### src/rtl/cbu_pkg.sv
package cbu_pkg;

  typedef enum logic [1:0] {
    PH_IDLE   = 2'b00,
    PH_FETCH  = 2'b01,
    PH_DECODE = 2'b10,
    PH_EXEC   = 2'b11
  } phase_e;

  localparam int CC_W = 3;
  localparam int CC_NEG = 2;
  localparam int CC_ZER = 1;
  localparam int CC_POS = 0;

  typedef logic [CC_W-1:0] cc_t;

  localparam cc_t CC_RESET = 3'b010;

endpackage

### src/rtl/cbu_rst_sync.sv
module cbu_rst_sync #(
  parameter int STAGES = 2
) (
  input  logic clk,
  input  logic rst_n,
  output logic rst_sync_n
);
  logic [STAGES-1:0] chain_q;
  logic [STAGES-1:0] chain_d;

  always_comb begin
    chain_d = {chain_q[STAGES-2:0], 1'b1};
  end

  always_ff @(posedge clk or negedge rst_n) begin
    if (!rst_n) chain_q <= '0;
    else        chain_q <= chain_d;
  end

  assign rst_sync_n = chain_q[STAGES-1];
endmodule

### src/rtl/cbu_cc_reg.sv
module cbu_cc_reg
  import cbu_pkg::*;
#(
  parameter int W = 16
) (
  input  logic         clk,
  input  logic         rst_n,
  input  logic         we_i,
  input  logic [W-1:0] val_i,
  output cc_t          cc_o
);
  cc_t cc_q;
  cc_t cc_d;
  logic is_neg;
  logic is_zero;

  always_comb begin
    is_neg  = val_i[W-1];
    is_zero = (val_i == '0);
    cc_d    = cc_q;
    if (we_i) begin
      cc_d = '0;
      if (is_neg)       cc_d[CC_NEG] = 1'b1;
      else if (is_zero) cc_d[CC_ZER] = 1'b1;
      else              cc_d[CC_POS] = 1'b1;
    end
  end

  always_ff @(posedge clk or negedge rst_n) begin
    if (!rst_n) cc_q <= CC_RESET;
    else        cc_q <= cc_d;
  end

  assign cc_o = cc_q;

  assert_cc_single_R4: assert property (@(posedge clk) disable iff (!rst_n)
    $countones(cc_q) == 1);

  assert_cc_hold_R3: assert property (@(posedge clk) disable iff (!rst_n)
    !we_i |=> $stable(cc_q));

  assert_cc_neg_R3: assert property (@(posedge clk) disable iff (!rst_n)
    (we_i && val_i[W-1]) |=> cc_q[CC_NEG]);
endmodule

### src/rtl/cbu_br_decode.sv
module cbu_br_decode
  import cbu_pkg::*;
#(
  parameter int W     = 16,
  parameter int OPC_W = 4,
  parameter int OFF_W = 9
) (
  input  logic         clk,
  input  logic         rst_n,
  input  phase_e       phase_i,
  input  logic [W-1:0] instr_i,
  input  cc_t          cc_i,
  output logic         ben_o,
  output logic [W-1:0] off_ext_o
);
  localparam int OPC_LO  = W - OPC_W;
  localparam int MASK_LO = OFF_W;
  localparam int MASK_HI = OFF_W + CC_W - 1;
  localparam logic [OPC_W-1:0] OPC_BR = '0;

  logic [CC_W-1:0] mask;
  logic [CC_W-1:0] hit;
  logic            is_br;
  logic            ben_q;
  logic            ben_d;

  assign mask  = instr_i[MASK_HI:MASK_LO];
  assign is_br = (instr_i[W-1:OPC_LO] == OPC_BR);

  for (genvar g = 0; g < CC_W; g++) begin : g_hit
    assign hit[g] = mask[g] & cc_i[g];
  end

  assign off_ext_o = {{(W-OFF_W){instr_i[OFF_W-1]}}, instr_i[OFF_W-1:0]};

  always_comb begin
    ben_d = ben_q;
    if (phase_i == PH_DECODE) ben_d = is_br & (|hit);
  end

  always_ff @(posedge clk or negedge rst_n) begin
    if (!rst_n) ben_q <= 1'b0;
    else        ben_q <= ben_d;
  end

  assign ben_o = ben_q;

  assert_nonbr_clears_R9: assert property (@(posedge clk) disable iff (!rst_n)
    (phase_i == PH_DECODE && instr_i[W-1:OPC_LO] != OPC_BR) |=> !ben_q);

  assert_mask_none_R8: assert property (@(posedge clk) disable iff (!rst_n)
    (phase_i == PH_DECODE && mask == '0) |=> !ben_q);

  assert_mask_all_R8: assert property (@(posedge clk) disable iff (!rst_n)
    (phase_i == PH_DECODE && is_br && (&mask)) |=> ben_q);

  assert_ben_hold_R11: assert property (@(posedge clk) disable iff (!rst_n)
    (phase_i != PH_DECODE) |=> $stable(ben_q));
endmodule

### src/rtl/cbu_pc_reg.sv
module cbu_pc_reg
  import cbu_pkg::*;
#(
  parameter int           W         = 16,
  parameter logic [W-1:0] RESET_VEC = '0
) (
  input  logic         clk,
  input  logic         rst_n,
  input  phase_e       phase_i,
  input  logic         ben_i,
  input  logic [W-1:0] off_i,
  output logic [W-1:0] pc_o
);
  logic [W-1:0] pc_q;
  logic [W-1:0] pc_d;
  logic         pc_en;

  always_comb begin
    pc_en = 1'b0;
    pc_d  = pc_q;
    unique case (phase_i)
      PH_FETCH: begin
        pc_en = 1'b1;
        pc_d  = pc_q + W'(1);
      end
      PH_EXEC: begin
        pc_en = ben_i;
        pc_d  = pc_q + off_i;
      end
      default: begin
        pc_en = 1'b0;
        pc_d  = pc_q;
      end
    endcase
  end

  always_ff @(posedge clk or negedge rst_n) begin
    if (!rst_n)     pc_q <= RESET_VEC;
    else if (pc_en) pc_q <= pc_d;
  end

  assign pc_o = pc_q;

  assert_fetch_inc_R2: assert property (@(posedge clk) disable iff (!rst_n)
    (phase_i == PH_FETCH) |=> (pc_q == W'($past(pc_q) + 1)));

  assert_exec_hold_R7: assert property (@(posedge clk) disable iff (!rst_n)
    (phase_i == PH_EXEC && !ben_i) |=> $stable(pc_q));

  assert_idle_hold_R11: assert property (@(posedge clk) disable iff (!rst_n)
    (phase_i == PH_IDLE || phase_i == PH_DECODE) |=> $stable(pc_q));
endmodule

### src/rtl/cond_branch_unit.sv
module cond_branch_unit
  import cbu_pkg::*;
#(
  parameter int           W           = 16,
  parameter int           OPC_W       = 4,
  parameter int           OFF_W       = 9,
  parameter int           SYNC_STAGES = 2,
  parameter logic [W-1:0] RESET_VEC   = 16'h3000
) (
  input  logic         clk,
  input  logic         rst_n,
  input  logic [1:0]   phase_i,
  input  logic [W-1:0] instr_i,
  input  logic         res_we_i,
  input  logic [W-1:0] res_val_i,
  output logic [W-1:0] pc_o,
  output logic [2:0]   cc_o,
  output logic         branch_taken_o
);
  logic         rst_sync_n;
  phase_e       phase;
  cc_t          cc;
  logic         ben;
  logic [W-1:0] off_ext;

  assign phase = phase_e'(phase_i);

  cbu_rst_sync #(.STAGES(SYNC_STAGES)) u_rst (
    .clk        (clk),
    .rst_n      (rst_n),
    .rst_sync_n (rst_sync_n)
  );

  cbu_cc_reg #(.W(W)) u_cc (
    .clk   (clk),
    .rst_n (rst_sync_n),
    .we_i  (res_we_i),
    .val_i (res_val_i),
    .cc_o  (cc)
  );

  cbu_br_decode #(.W(W), .OPC_W(OPC_W), .OFF_W(OFF_W)) u_dec (
    .clk       (clk),
    .rst_n     (rst_sync_n),
    .phase_i   (phase),
    .instr_i   (instr_i),
    .cc_i      (cc),
    .ben_o     (ben),
    .off_ext_o (off_ext)
  );

  cbu_pc_reg #(.W(W), .RESET_VEC(RESET_VEC)) u_pc (
    .clk     (clk),
    .rst_n   (rst_sync_n),
    .phase_i (phase),
    .ben_i   (ben),
    .off_i   (off_ext),
    .pc_o    (pc_o)
  );

  assign cc_o           = cc;
  assign branch_taken_o = (phase == PH_EXEC) & ben;

  assert_taken_moves_R6: assert property (@(posedge clk) disable iff (!rst_sync_n)
    (branch_taken_o && off_ext != '0) |=> !$stable(pc_o));

  assert_taken_phase_R10: assert property (@(posedge clk) disable iff (!rst_sync_n)
    branch_taken_o |-> (phase_i == 2'b11));
endmodule

### config.mk
export PLATFORM = sky130hd
export DESIGN_NAME = cond_branch_unit
export DESIGN_NICKNAME = d
export VERILOG_FILES = /design/src/rtl/cbu_pkg.sv /design/src/rtl/cbu_rst_sync.sv /design/src/rtl/cbu_cc_reg.sv /design/src/rtl/cbu_br_decode.sv /design/src/rtl/cbu_pc_reg.sv /design/src/rtl/cond_branch_unit.sv
export SDC_FILE = /design/constraint.sdc
export NUM_CORES = 1
export LEC_CHECK = 0
export BUFFER_PORTS_ARGS = -buffer_cell sky130_fd_sc_hd__buf_2
export CAP_MARGIN = 25
export CORE_ASPECT_RATIO = 1.75
export CORE_MARGIN = 2
export CORE_UTILIZATION = 52
export CTS_CLUSTER_SIZE = 8
export DETAILED_ROUTE_END_ITERATION = 8
export GPL_TIMING_DRIVEN = 0
export PLACE_DENSITY = 0.95
export SYNTH_ARGS = -nofsm -noshare
export SYNTH_HDL_FRONTEND = slang
export SYNTH_SLANG_ARGS = --single-unit
### constraint.sdc
create_clock -name clk -period 1.45 [get_ports clk]
set_input_delay 0.2175 -clock clk [delete_from_list [all_inputs] [get_ports clk]]
set_output_delay 0.2175 -clock clk [all_outputs]
set_load 0.05 [all_outputs]
; Word level (Yosys, flattened, before mapping)
; Index checks and enable logic that the tools add are counted.
; W data, S select, Z words.
[totals]
inputBits = 37
wordCells = 25
ff_bits = 22
[classes]
muxes = 6
add_sub_neg = 2
n_bitwise = 5
eq_ne = 3
n_reduce_logical = 5
[ops]
columns = op, count
row1 = $pmux W16 S2, 1
row2 = $add A16 B1 Y16 const B, 1
row3 = $add A16 B16 Y16, 1
row4 = $logic_not A16 Y1, 1
row5 = $and A1 B1 Y1, 5
row6 = $eq A2 B2 Y1 const B, 2
row7 = $logic_not A4 Y1, 1
row8 = $mux W1, 3
row9 = $reduce_or A3 Y1, 1
row10 = $eq A2 B1 Y1 const B, 1
row11 = $mux W2, 1
row12 = $pmux W1 S2, 1
row13 = $reduce_and A2 Y1, 1
row14 = $reduce_bool A2 Y1, 1

; Logic depth before layout (Yosys ltp)
; Gate-level depths: netlist of the first run.
[depth]
ltp_word = 3
ltp_mapped = 10
depth_no_buf = 9

; By module
; Synthesis of the first run repeated with hierarchy kept, for this count alone.
[unflattened]
cells_unflattened = 234
area_unflattened_um2 = 2043.2
[by_module_without_submodules]
columns = module, seq_area_each_um2, area_each_um2, instances, cells_per_inst
row1 = cbu_pc_reg, 402.9, 1605.3, 1, 192
row2 = cbu_br_decode, 25.0, 192.7, 1, 23
row3 = cbu_cc_reg, 76.3, 185.2, 1, 15
row4 = cbu_rst_sync, 50.0, 53.8, 1, 3
row5 = cond_branch_unit, 0.0, 6.3, 1, 1

; Worst setup path before layout of the first run
; Ideal clock, no wire load.
[synth_timing]
kind = register to register
from = register u_pc.pc_q[0], in the netlist u_pc.pc_o[0]
to = register u_pc.pc_q[10], in the netlist u_pc.pc_o[10]
period_less_slack_ns = 2.574
stages_incl_launch_ff = 9
path_slack_ns = -1.124
arrival_ns = 2.495
n_path_buf = 0
setup_time_ns = 0.079
cell_sequence = dfrtp_1 -> ha_1 -> fa_1 -> a21oi_1 -> o22a_1 -> a21oi_1 -> or4_1 -> a21oi_1 -> xor2_1
[synth_between]
elab_chain_cells = 2
elab_cells_between_ends = 3
classes_between = 2 x add/sub / 1 x mux
[synth_lines]
columns = item, line
row1 = "start, declared", cbu_pc_reg.sv:14  ; logic [W-1:0] pc_q;
row2 = "start signal, assigned", cbu_pc_reg.sv:39  ; else if (pc_en) pc_q <= pc_d;
row3 = $add A16 B16 Y16 / $add A16 B1 Y16 (equally long branches), "cbu_pc_reg.sv:28, cbu_pc_reg.sv:24"
row4 = $pmux W16 S2 (*), cbu_pc_reg.sv:21  ; unique case (phase_i)
; Mark *: on every way between the ends. The rest lies on a longest branch, timed or not.
; A chain may end at the register's enable or synchronous reset.

; Worst setup path in the final report of the first run
; Same ends and word-level chain as after synthesis.

==> impl_metrics.ini, run 1 <==
[run_status]
status = finished, violations left
violations = negative setup slack

[global_route]
antenna_found_initial = 0
gr-total-overflow = 0
grt_max_degree = 21
grt_pass1_vias = 1471
grt_use_total_pct = 27.9
grt_pass1_wl_um = 6670

[cells_and_area]
fin_cells = 246
final_common_cell = buf_2
syn_to_final_growth_pct = 43.0
diodes = 0
design_area_um2 = 2060
fin_nets = 266
final_cell_mix = buf_2, nand2_1, dfrtp_1
drive_gt1_share_pct = 50.2

[setup_path]
reg2reg_slack_ns = -0.81
required_ns = 1.64
worst_path_max_delay_cell = dfrtp_2
critPathLaunchType = register
cp.arrival_ns = 2.45
path_max_fanout = 3
end_kind = register
cp_top_family = compound AO/OA/AOI/OAI gates
path_buf_inv = 0
crit_type = register to register
cp_slowest_stage_delay_ns = 0.43
path_cells = ha_4, fa_2, a21oi_2, o22a_1, a21oi_4, or4_4, a21oi_2, xor2_1
cpMostUsedCell = a21oi_2

[pwr]
power_frac_clock_pct = 13.1
swShare_pct = 49.5
seqPwrFrac_pct = 31.0
power.internal_mw = 1.70
switching_power_mw = 1.67
leakage_nw = 0.993
power.density_nw_per_um2 = 1640
p_comb_share_pct = 55.8
irDropWorstVdd_v = 0.000965

[routing]
via_count = 1513
drt_wl_total_um = 4220
drtPass1Iterations = 4
ant_nets = 0
routed_via_density = 6.15
route.detailed.drc = 0
drt-initial-drc-count = 39
post_drt_wl_per_cell_um = 17.2

[logic_synthesis]
ys_warn_count = 0
ys.flop_type = dfrtp_1
synthesis.nets = 196
syn_inst = 150
synthArstFlopShare_pct = 100
synth_seq_cells = 22
syn_avg_cell_area_um2 = 9.60
synth_edf_count = 0
synth.cell_area_um2 = 1440
synthDistinctLibCells = 41
ys_seq_area_share_pct = 38.5

[job]
drv_cap = 0

[sta]
clock_skew_ns = 0.00566
final_max_slew_viol_count = 0
clock.fmax_mhz = 443
setup_viol = 16
setup_slack_ns = -0.809
rsz0062_at_grt = yes
min_period_ns = 2.26
post-route-period-util_pct = 156
hold_viol_final = 0
tightest_slew_ns = 0.801
relSlewSlack_pct = 46.6

[clocking]
clk_pin_slew_ns = 0.08
clock_latency_ns = 0.27
cts_buffer_depth = 2
cts_made_buffers = 3
cts_tree = done
cts.sinks = 22
root_buffer = clkbuf_8
htree_levels = 1

[placed_design]
dpl.cell_count = 233
placed_cell_area_um2 = 1850
post-dp-hpwl_um = 2790
finalWeightedCongestion = 0.863
numPortBuffers = 56

[hold_path]
hp-class = input port to register

[die]
start_util_pct = 54.2
io_pins = 57
die_x_um = 43.8
num_rows = 25
die_h_um = 73.6
dieArea_um2 = 3220
core_area_um2 = 2660
==> synth_stat cells (2+ instances only) <==
library cell | number | share of area, %
or4_1 | 3 | 1.6
xor2_1 | 8 | 4.9
nor2_1 | 2 | 0.52
or3_1 | 2 | 0.87
xnor2_1 | 6 | 3.6
mux2_2 | 3 | 2.3
a21o_1 | 2 | 1.0
nand3_1 | 3 | 1.0
nand2_1 | 15 | 3.9
and3_1 | 10 | 4.3
ha_1 | 8 | 7.0
nor3_1 | 4 | 1.4
nand4_1 | 4 | 1.7
o21ai_0 | 7 | 2.4
dfstp_2 | 3 | 5.5
and4_1 | 2 | 1.2
o21ai_1 | 2 | 0.70
a21oi_1 | 9 | 3.1
nor4_1 | 5 | 2.2
clkbuf_1 | 6 | 1.6
o211ai_1 | 3 | 1.6
o31ai_2 | 2 | 1.7
inv_1 | 3 | 0.78
dfrtp_1 | 19 | 33
o21a_1 | 3 | 1.6
==> registers in the layout (all words and copies together) (netlist names) <==
name	count
u_pc.pc_o	16
u_rst.chain_q	2
u_cc.cc_o	3
u_dec.ben_o	1
==> cells by family after synthesis <==
kind of cell | Yosys count | synth area share, %
adders and majority gates | 9 | 8.34
and+or+nand+nor | 54 | 21.1
xor gates and xnor gates | 14 | 8.51
other | 1 | 0.260
buffers and inverters | 9 | 2.35
DFF | 22 | 38.5
AOI/OAI and AO/OA | 37 | 17.9
muxes | 4 | 3.04
==> power groups by stage <==
stage	Sequential, mW	Combinational (mW)	Clock (mW)
2_1_floorplan	1.65	0.710	0
3_3_place_gp	1.04	1.68	0
3_5_place_dp	1.04	1.71	0
4_1_cts	1.04	1.84	0.444
5_1_grt	1.06	1.99	0.470
6_report	1.05	1.88	0.443
==> through the flow <==
stage          setup WS (ns)  utilization, %  setup TNS (ns)  hold WS [ns]  total power [mW]
6_report              -0.809            77.5           -7.45         0.191              3.37
5_1_grt               -0.890            77.5           -8.82         0.210              3.52
4_1_cts               -0.808            77.9           -7.52         0.189              3.32
3_5_place_dp           -1.16            69.5          -11.40       0.00415              2.75
3_3_place_gp           -1.13            69.5          -10.71       0.00331              2.71
2_1_floorplan         -0.811               -           -5.92       -0.0781              2.36
==> worst register-to-register path, delay by kind of cell, from the launching register on <==
family / cells / cell delay, ns
AOI/OAI and AO/OA: 4 / 0.62
adders and majority gates: 2 / 0.56
xor gates and xnor gates: 1 / 0.15
and+or+nand+nor: 1 / 0.42
DFF: 1 / 0.43
==> routing by layer <==
layer	up-vias	global-route usage [%]	part of all wire, %
li1	701	-	-
met4	0	9.76	1.6
met3	7	2.46	5.3
met1	738	32.0	36
met2	67	51.8	57
met5	-	0	0
==> path summary, 6_finish.rpt <==
kind | from | end | cells after the start
worst max-delay path | u_pc.pc_o[0] | u_pc.pc_o[10] | 8
max in group asynchronous | u_rst.chain_q[1] | u_pc.pc_o[1] | 0
min in group asynchronous | rst_n | u_rst.chain_q[1] | 2
worst min-delay path | instr_i[14] | u_dec.ben_o | 3
worst min register to register | u_rst.chain_q[1] | u_dec.ben_o | 0
worst max register to register | u_pc.pc_o[0] | u_pc.pc_o[10] | 8
==> cell type report <==
cell class	count	area [µm²]
Fill cell	180	599
Multi-Input combinational cell	119	1000
Buffer	5	32.5
Clock buffer	4	55.1
Timing Repair Buffer	66	364
Tap cell	27	33.8
Sequential cell	22	563
Inverter	3	11.3
==> repair_timing <==
| item | CTS | global route |
|---|---|---|
| setup buffers | 13 | 1 |
| endpoints found under the setup margin | 16 | 16 |
| hold buffers | 1 | 0 |
| endpoints found under the hold margin | 2 | 0 |
| pin swaps | 8 | 9 |
| gates resized for setup | 13 | 8 |
No activity file was read; power rests on OpenSTA's default activity.
==> run 2: changes to the inputs <==
==> constraint.sdc (replaced) <==
create_clock -name clk -period 1.45 [get_ports clk]
set_input_delay 0.145 -clock clk [delete_from_list [all_inputs] [get_ports clk]]
set_output_delay 0.145 -clock clk [all_outputs]
set_load 0.05 [all_outputs]
==> run 2 against run 1 <==
Compared with the run above: the flow still finishes with violations (negative setup slack); final cell count increased by 2.0%; clock-buffer cell count did not move; maximum frequency fell by 4.8%; highest routed layer unchanged.
==> impl_metrics.ini, run 2 (synthesized netlist as in run 1, its figures left out) <==
[run_status]
status = finished, violations left
violations = negative setup slack

[pwr]
power.internal_mw = 1.75
seqPwrFrac_pct = 29.9
finalPower_mw = 3.56
power_frac_clock_pct = 11.0
irDropWorstVdd_v = 0.00125
p_comb_share_pct = 59.1
power.density_nw_per_um2 = 1640
swShare_pct = 50.9
switching_power_mw = 1.81
leakage_nw = 1.04

[cells_and_area]
diodes = 0
largest_register_ff_count = 16
fin_nets = 271
final_common_cell = buf_2
final_cell_mix = buf_2, nand2_1, dfrtp_1
final_core_util_pct = 81.4
drive_gt1_share_pct = 54.5
syn_to_final_growth_pct = 50.3

[global_route]
grt_use_total_pct = 29.8
grt_pass1_vias = 1537
grt_pass1_wl_um = 7120
grt_max_degree = 21
antenna_found_initial = 0
gr-total-overflow = 0

[clocking]
cts.sinks = 22
root_buffer = clkbuf_8
clock_latency_ns = 0.27
clk_pin_slew_ns = 0.08
htree_levels = 1
cts_buffer_depth = 2
cts_made_buffers = 3
cts_tree = done

[routing]
ant_nets = 0
drtPass1Iterations = 4
route.detailed.drc = 0
drt_wl_total_um = 4940
post_drt_wl_per_cell_um = 19.7
routed_via_density = 6.32
via_count = 1587
drt-initial-drc-count = 38

[setup_path]
required_ns = 1.63
cp_slowest_stage_delay_ns = 0.46
cp.arrival_ns = 2.56
end_kind = register
path_max_fanout = 4
crit_type = register to register
reg2reg_slack_ns = -0.92
path_buf_inv = 0
cp_top_family = compound AO/OA/AOI/OAI gates
path_cells = ha_4, fa_2, a21oi_2, o22a_1, a21oi_4, or4_1, a21oi_2, xor2_1
critPathLaunchType = register
cpMostUsedCell = a21oi_2
worst_path_max_delay_cell = or4_1

[die]
io_pins = 57
core_area_um2 = 2660
num_rows = 25
die_h_um = 73.6
start_util_pct = 54.2
dieArea_um2 = 3220
die_x_um = 43.8

[sta]
setup_slack_ns = -0.924
relSlewSlack_pct = 45.0
clock.fmax_mhz = 421
clock_skew_ns = 0.00992
hold_viol_final = 0
tightest_slew_ns = 0.825
post-route-period-util_pct = 164
rsz0062_at_grt = yes
final_max_slew_viol_count = 0
min_period_ns = 2.37
setup_viol = 13

[job]
drv_cap = 0

[placed_design]
numPortBuffers = 56
pre_cts_ws_ns = -1.23
finalWeightedCongestion = 0.845
post-dp-hpwl_um = 2810

[hold_path]
hp-class = input port to register
run 2: worst min-delay path, cell delays in order:
cell     delay [ns]
buf_2          0.07
or4_1          0.09
o41ai_1        0.06
run 2: what timing repair did:
action,in CTS,in global routing
endpoints found under the hold margin,2,0
pin swaps,11,11
setup endpoints to repair,16,16
buffers inserted,14,5
hold buffers,1,0
resized for setup,19,22
run 2: worst paths after layout:
path,start,to,cells after the start
min in group asynchronous,rst_n,u_rst.chain_q[1],2
min,instr_i[14],u_dec.ben_o,3
max,u_pc.pc_o[0],u_pc.pc_o[10],8
max reg2reg,u_pc.pc_o[0],u_pc.pc_o[10],8
max in group asynchronous,u_rst.chain_q[1],u_pc.pc_o[6],0
min reg2reg,u_rst.chain_q[1],u_pc.pc_o[11],0
run 2: power by group through the flow:
stage / sequential, mW / clock, mW / combinational (mW)
after floorplan: 1.65 / 0 / 0.709
after global placement: 1.04 / 0 / 1.68
after detailed placement: 1.05 / 0 / 1.71
after CTS: 1.03 / 0.391 / 1.89
after global routing: 1.08 / 0.413 / 2.20
final: 1.06 / 0.391 / 2.10
run 2: final cells by class:
cell class,count,area (µm²)
Multi-Input combinational cell,119,1080
Sequential cell,22,563
Fill cell,169,494
Timing Repair Buffer,70,399
Clock buffer,4,45.0
Tap cell,27,33.8
Buffer,6,28.8
Inverter,3,11.3
run 2: per-layer routing:
layer / vias to the layer above / routed length (µm) / GRT usage [%]
met2: 84 / 2800 / 54.4
met4: 0 / 140 / 11.1
met5: - / 0 / 0
met3: 15 / 245 / 2.70
li1: 717 / - / -
met1: 771 / 1760 / 34.8
run 2: stage by stage:
step                hold slack (ns)  instances  TNS [ns]  area (µm²)
finish                        0.125        251     -7.79        2160
global route                  0.168        251     -8.68        2160
CTS                           0.132        252     -6.80        2100
detailed placement          -0.0682        233    -12.22        1850
global placement            -0.0682        233    -11.93        1850
floorplan                    -0.151        150     -5.91        1530
==> run 3: changes to the inputs <==
CORE_UTILIZATION = 35   (was 52)
PLACE_DENSITY = 0.66   (was 0.95)
==> run 3 against run 2 <==
Compared with the run above: the flow still finishes with violations (negative setup slack); combinational power decreased by 4%; final cell count increased by 9.6%; setup slack improved by 0.18 ns; critical path depth unchanged; maximum frequency increased by 8.4%; routed wire length decreased by 20%; largest cell class unchanged; clock skew decreased by 0.0052 ns; sequential share of layout area decreased by 0.72 points; power increased by 2.7%; final area increased by 2.8%; hold slack about the same.
==> impl_metrics.ini, run 3 (synthesized netlist as in run 1, its figures left out) <==
[global_route]
grt_max_degree = 21
grt_pass1_wl_um = 6460
gr-total-overflow = 0
antenna_found_initial = 0
grt_pass1_vias = 1508
grt_use_total_pct = 18.5

[setup_path]
reg2reg_from = u_pc.pc_o[0]
cp_slowest_stage_delay_ns = 0.43
crit_start = u_pc.pc_o[0]
path_cells = ha_4, fa_2, a21oi_2, o22a_1, a21oi_4, or4_4, a21oi_2, xor2_1
cp_top_family = compound AO/OA/AOI/OAI gates
end_kind = register
worst_path_max_delay_cell = or4_4
cp.arrival_ns = 2.38
reg2reg_depth = 8
cp.depth = 8
cpMostUsedCell = a21oi_2
reg2reg_slack_ns = -0.74
required_ns = 1.64
path_buf_inv = 0
critical_path.endpoint = u_pc.pc_o[10]
crit_type = register to register
critPathLaunchType = register
r2r_end = u_pc.pc_o[10]
path_max_fanout = 2

[cells_and_area]
syn_to_final_growth_pct = 54.6
final_cell_mix = buf_2, nand2_1, dfrtp_1
fin_cells = 275
largest_register_ff_count = 16
diodes = 0
final_common_cell = buf_2
fin_nets = 274
drive_gt1_share_pct = 54.6

[placed_design]
post-dp-hpwl_um = 2880
dpl.cell_count = 254
finalWeightedCongestion = 0.762
numPortBuffers = 56

[pwr]
leakage_nw = 1.07
irDropWorstVdd_v = 0.000967
power.density_nw_per_um2 = 1640
finalPower_mw = 3.65

[sta]
post-route-period-util_pct = 151
setup_viol = 13
clock.fmax_mhz = 456
final_max_slew_viol_count = 0
rsz0062_at_grt = yes
min_period_ns = 2.19
tightest_slew_ns = 0.825
relSlewSlack_pct = 45.0
setup_slack_ns = -0.741
hold_viol_final = 0
clock_skew_ns = 0.00473

[routing]
route.detailed.drc = 0
drt_wl_total_um = 3950
drtPass1Iterations = 4
ant_nets = 0
via_count = 1457
drt-initial-drc-count = 24
post_drt_wl_per_cell_um = 14.3
routed_via_density = 5.30

[clocking]
clk_pin_slew_ns = 0.08
root_buffer = clkbuf_8
htree_levels = 1
clock_latency_ns = 0.27
cts.sinks = 22
cts_tree = done
cts_buffer_depth = 2
cts_made_buffers = 3

[run_status]
status = finished, violations left
violations = negative setup slack

[hold_path]
hp-class = input port to register

[die]
die_x_um = 52.5
core_area_um2 = 3900
die_h_um = 88.9
io_pins = 57
num_rows = 30
start_util_pct = 36.9
dieArea_um2 = 4660

[job]
drv_cap = 0
==> run 3: cell types whose count changed in the layout (fill, tap and decap cells not counted), sizes merged <==
cell	before	now
buf	70	74
clkbuf	9	7
bufinv	0	1
==> run 3: power breakdown <==
part | internal, mW | switching [mW] | total, mW
combinational | 0.751 | 1.27 | 2.02
sequential | 0.815 | 0.245 | 1.06
clock | 0.369 | 0.206 | 0.575
==> run 3: worst min path at each step <==
stage,start,to,slack [ns],depth (start not counted)
after global routing,instr_i[12],u_dec.ben_o,0.15,3
after global placement,rst_n,u_rst.chain_q[0],-0.07,1
after detailed placement,rst_n,u_rst.chain_q[1],-0.07,1
after CTS,instr_i[14],u_dec.ben_o,0.12,3
final,instr_i[14],u_dec.ben_o,0.12,3
after floorplan,rst_n,u_rst.chain_q[0],-0.15,0
==> run 3: per-stage QoR <==
stage / setup slack, ns / hold slack [ns] / utilization (%) / TNS (ns) / cell area [µm²]
floorplan: -0.811 / -0.151 / - / -5.91 / 1530
global placement: -1.21 / -0.0692 / 47.9 / -12.19 / 1870
detailed placement: -1.23 / -0.0688 / 47.9 / -12.41 / 1870
CTS: -0.741 / 0.122 / 55.2 / -6.36 / 2150
global route: -0.834 / 0.152 / 57.0 / -7.68 / 2230
finish: -0.741 / 0.125 / 57.0 / -6.47 / 2230
==> run 3: worst reg2reg max path, cell delays in order, from the launching register on <==
cell and delay, ns:
dfrtp_2 0.42, ha_4 0.17, fa_2 0.34, a21oi_2 0.16, o22a_1 0.21, a21oi_4 0.09, or4_4 0.43, a21oi_2 0.14
xor2_1 0.15
==> run 3: routing by layer <==
metal | track usage [%] | share of wire, % | vias up
li1 | - | - | 718
met1 | 18.2 | 39 | 676
met2 | 36.8 | 54 | 56
met3 | 3.21 | 5.2 | 7
met4 | 6.29 | 1.9 | 0
met5 | 0 | 0 | -
==> run 3: repair_timing <==
| action | CTS | global route |
|---|---|---|
| endpoints found under the setup margin | 16 | 16 |
| hold endpoints to repair | 2 | 0 |
| resized for setup | 23 | 12 |
| pin swaps | 10 | 8 |
| setup buffers | 11 | 5 |
| hold buffers | 1 | 0 |
==> run 3: layout make-up <==
class | instances | area, µm²
Inverter | 3 | 11.3
Clock inverter | 1 | 30.0
Clock buffer | 3 | 41.3
Buffer | 6 | 32.5
Sequential cell | 22 | 563
Tap cell | 48 | 60.1
Timing Repair Buffer | 73 | 429
Multi-Input combinational cell | 119 | 1060
Fill cell | 364 | 1680
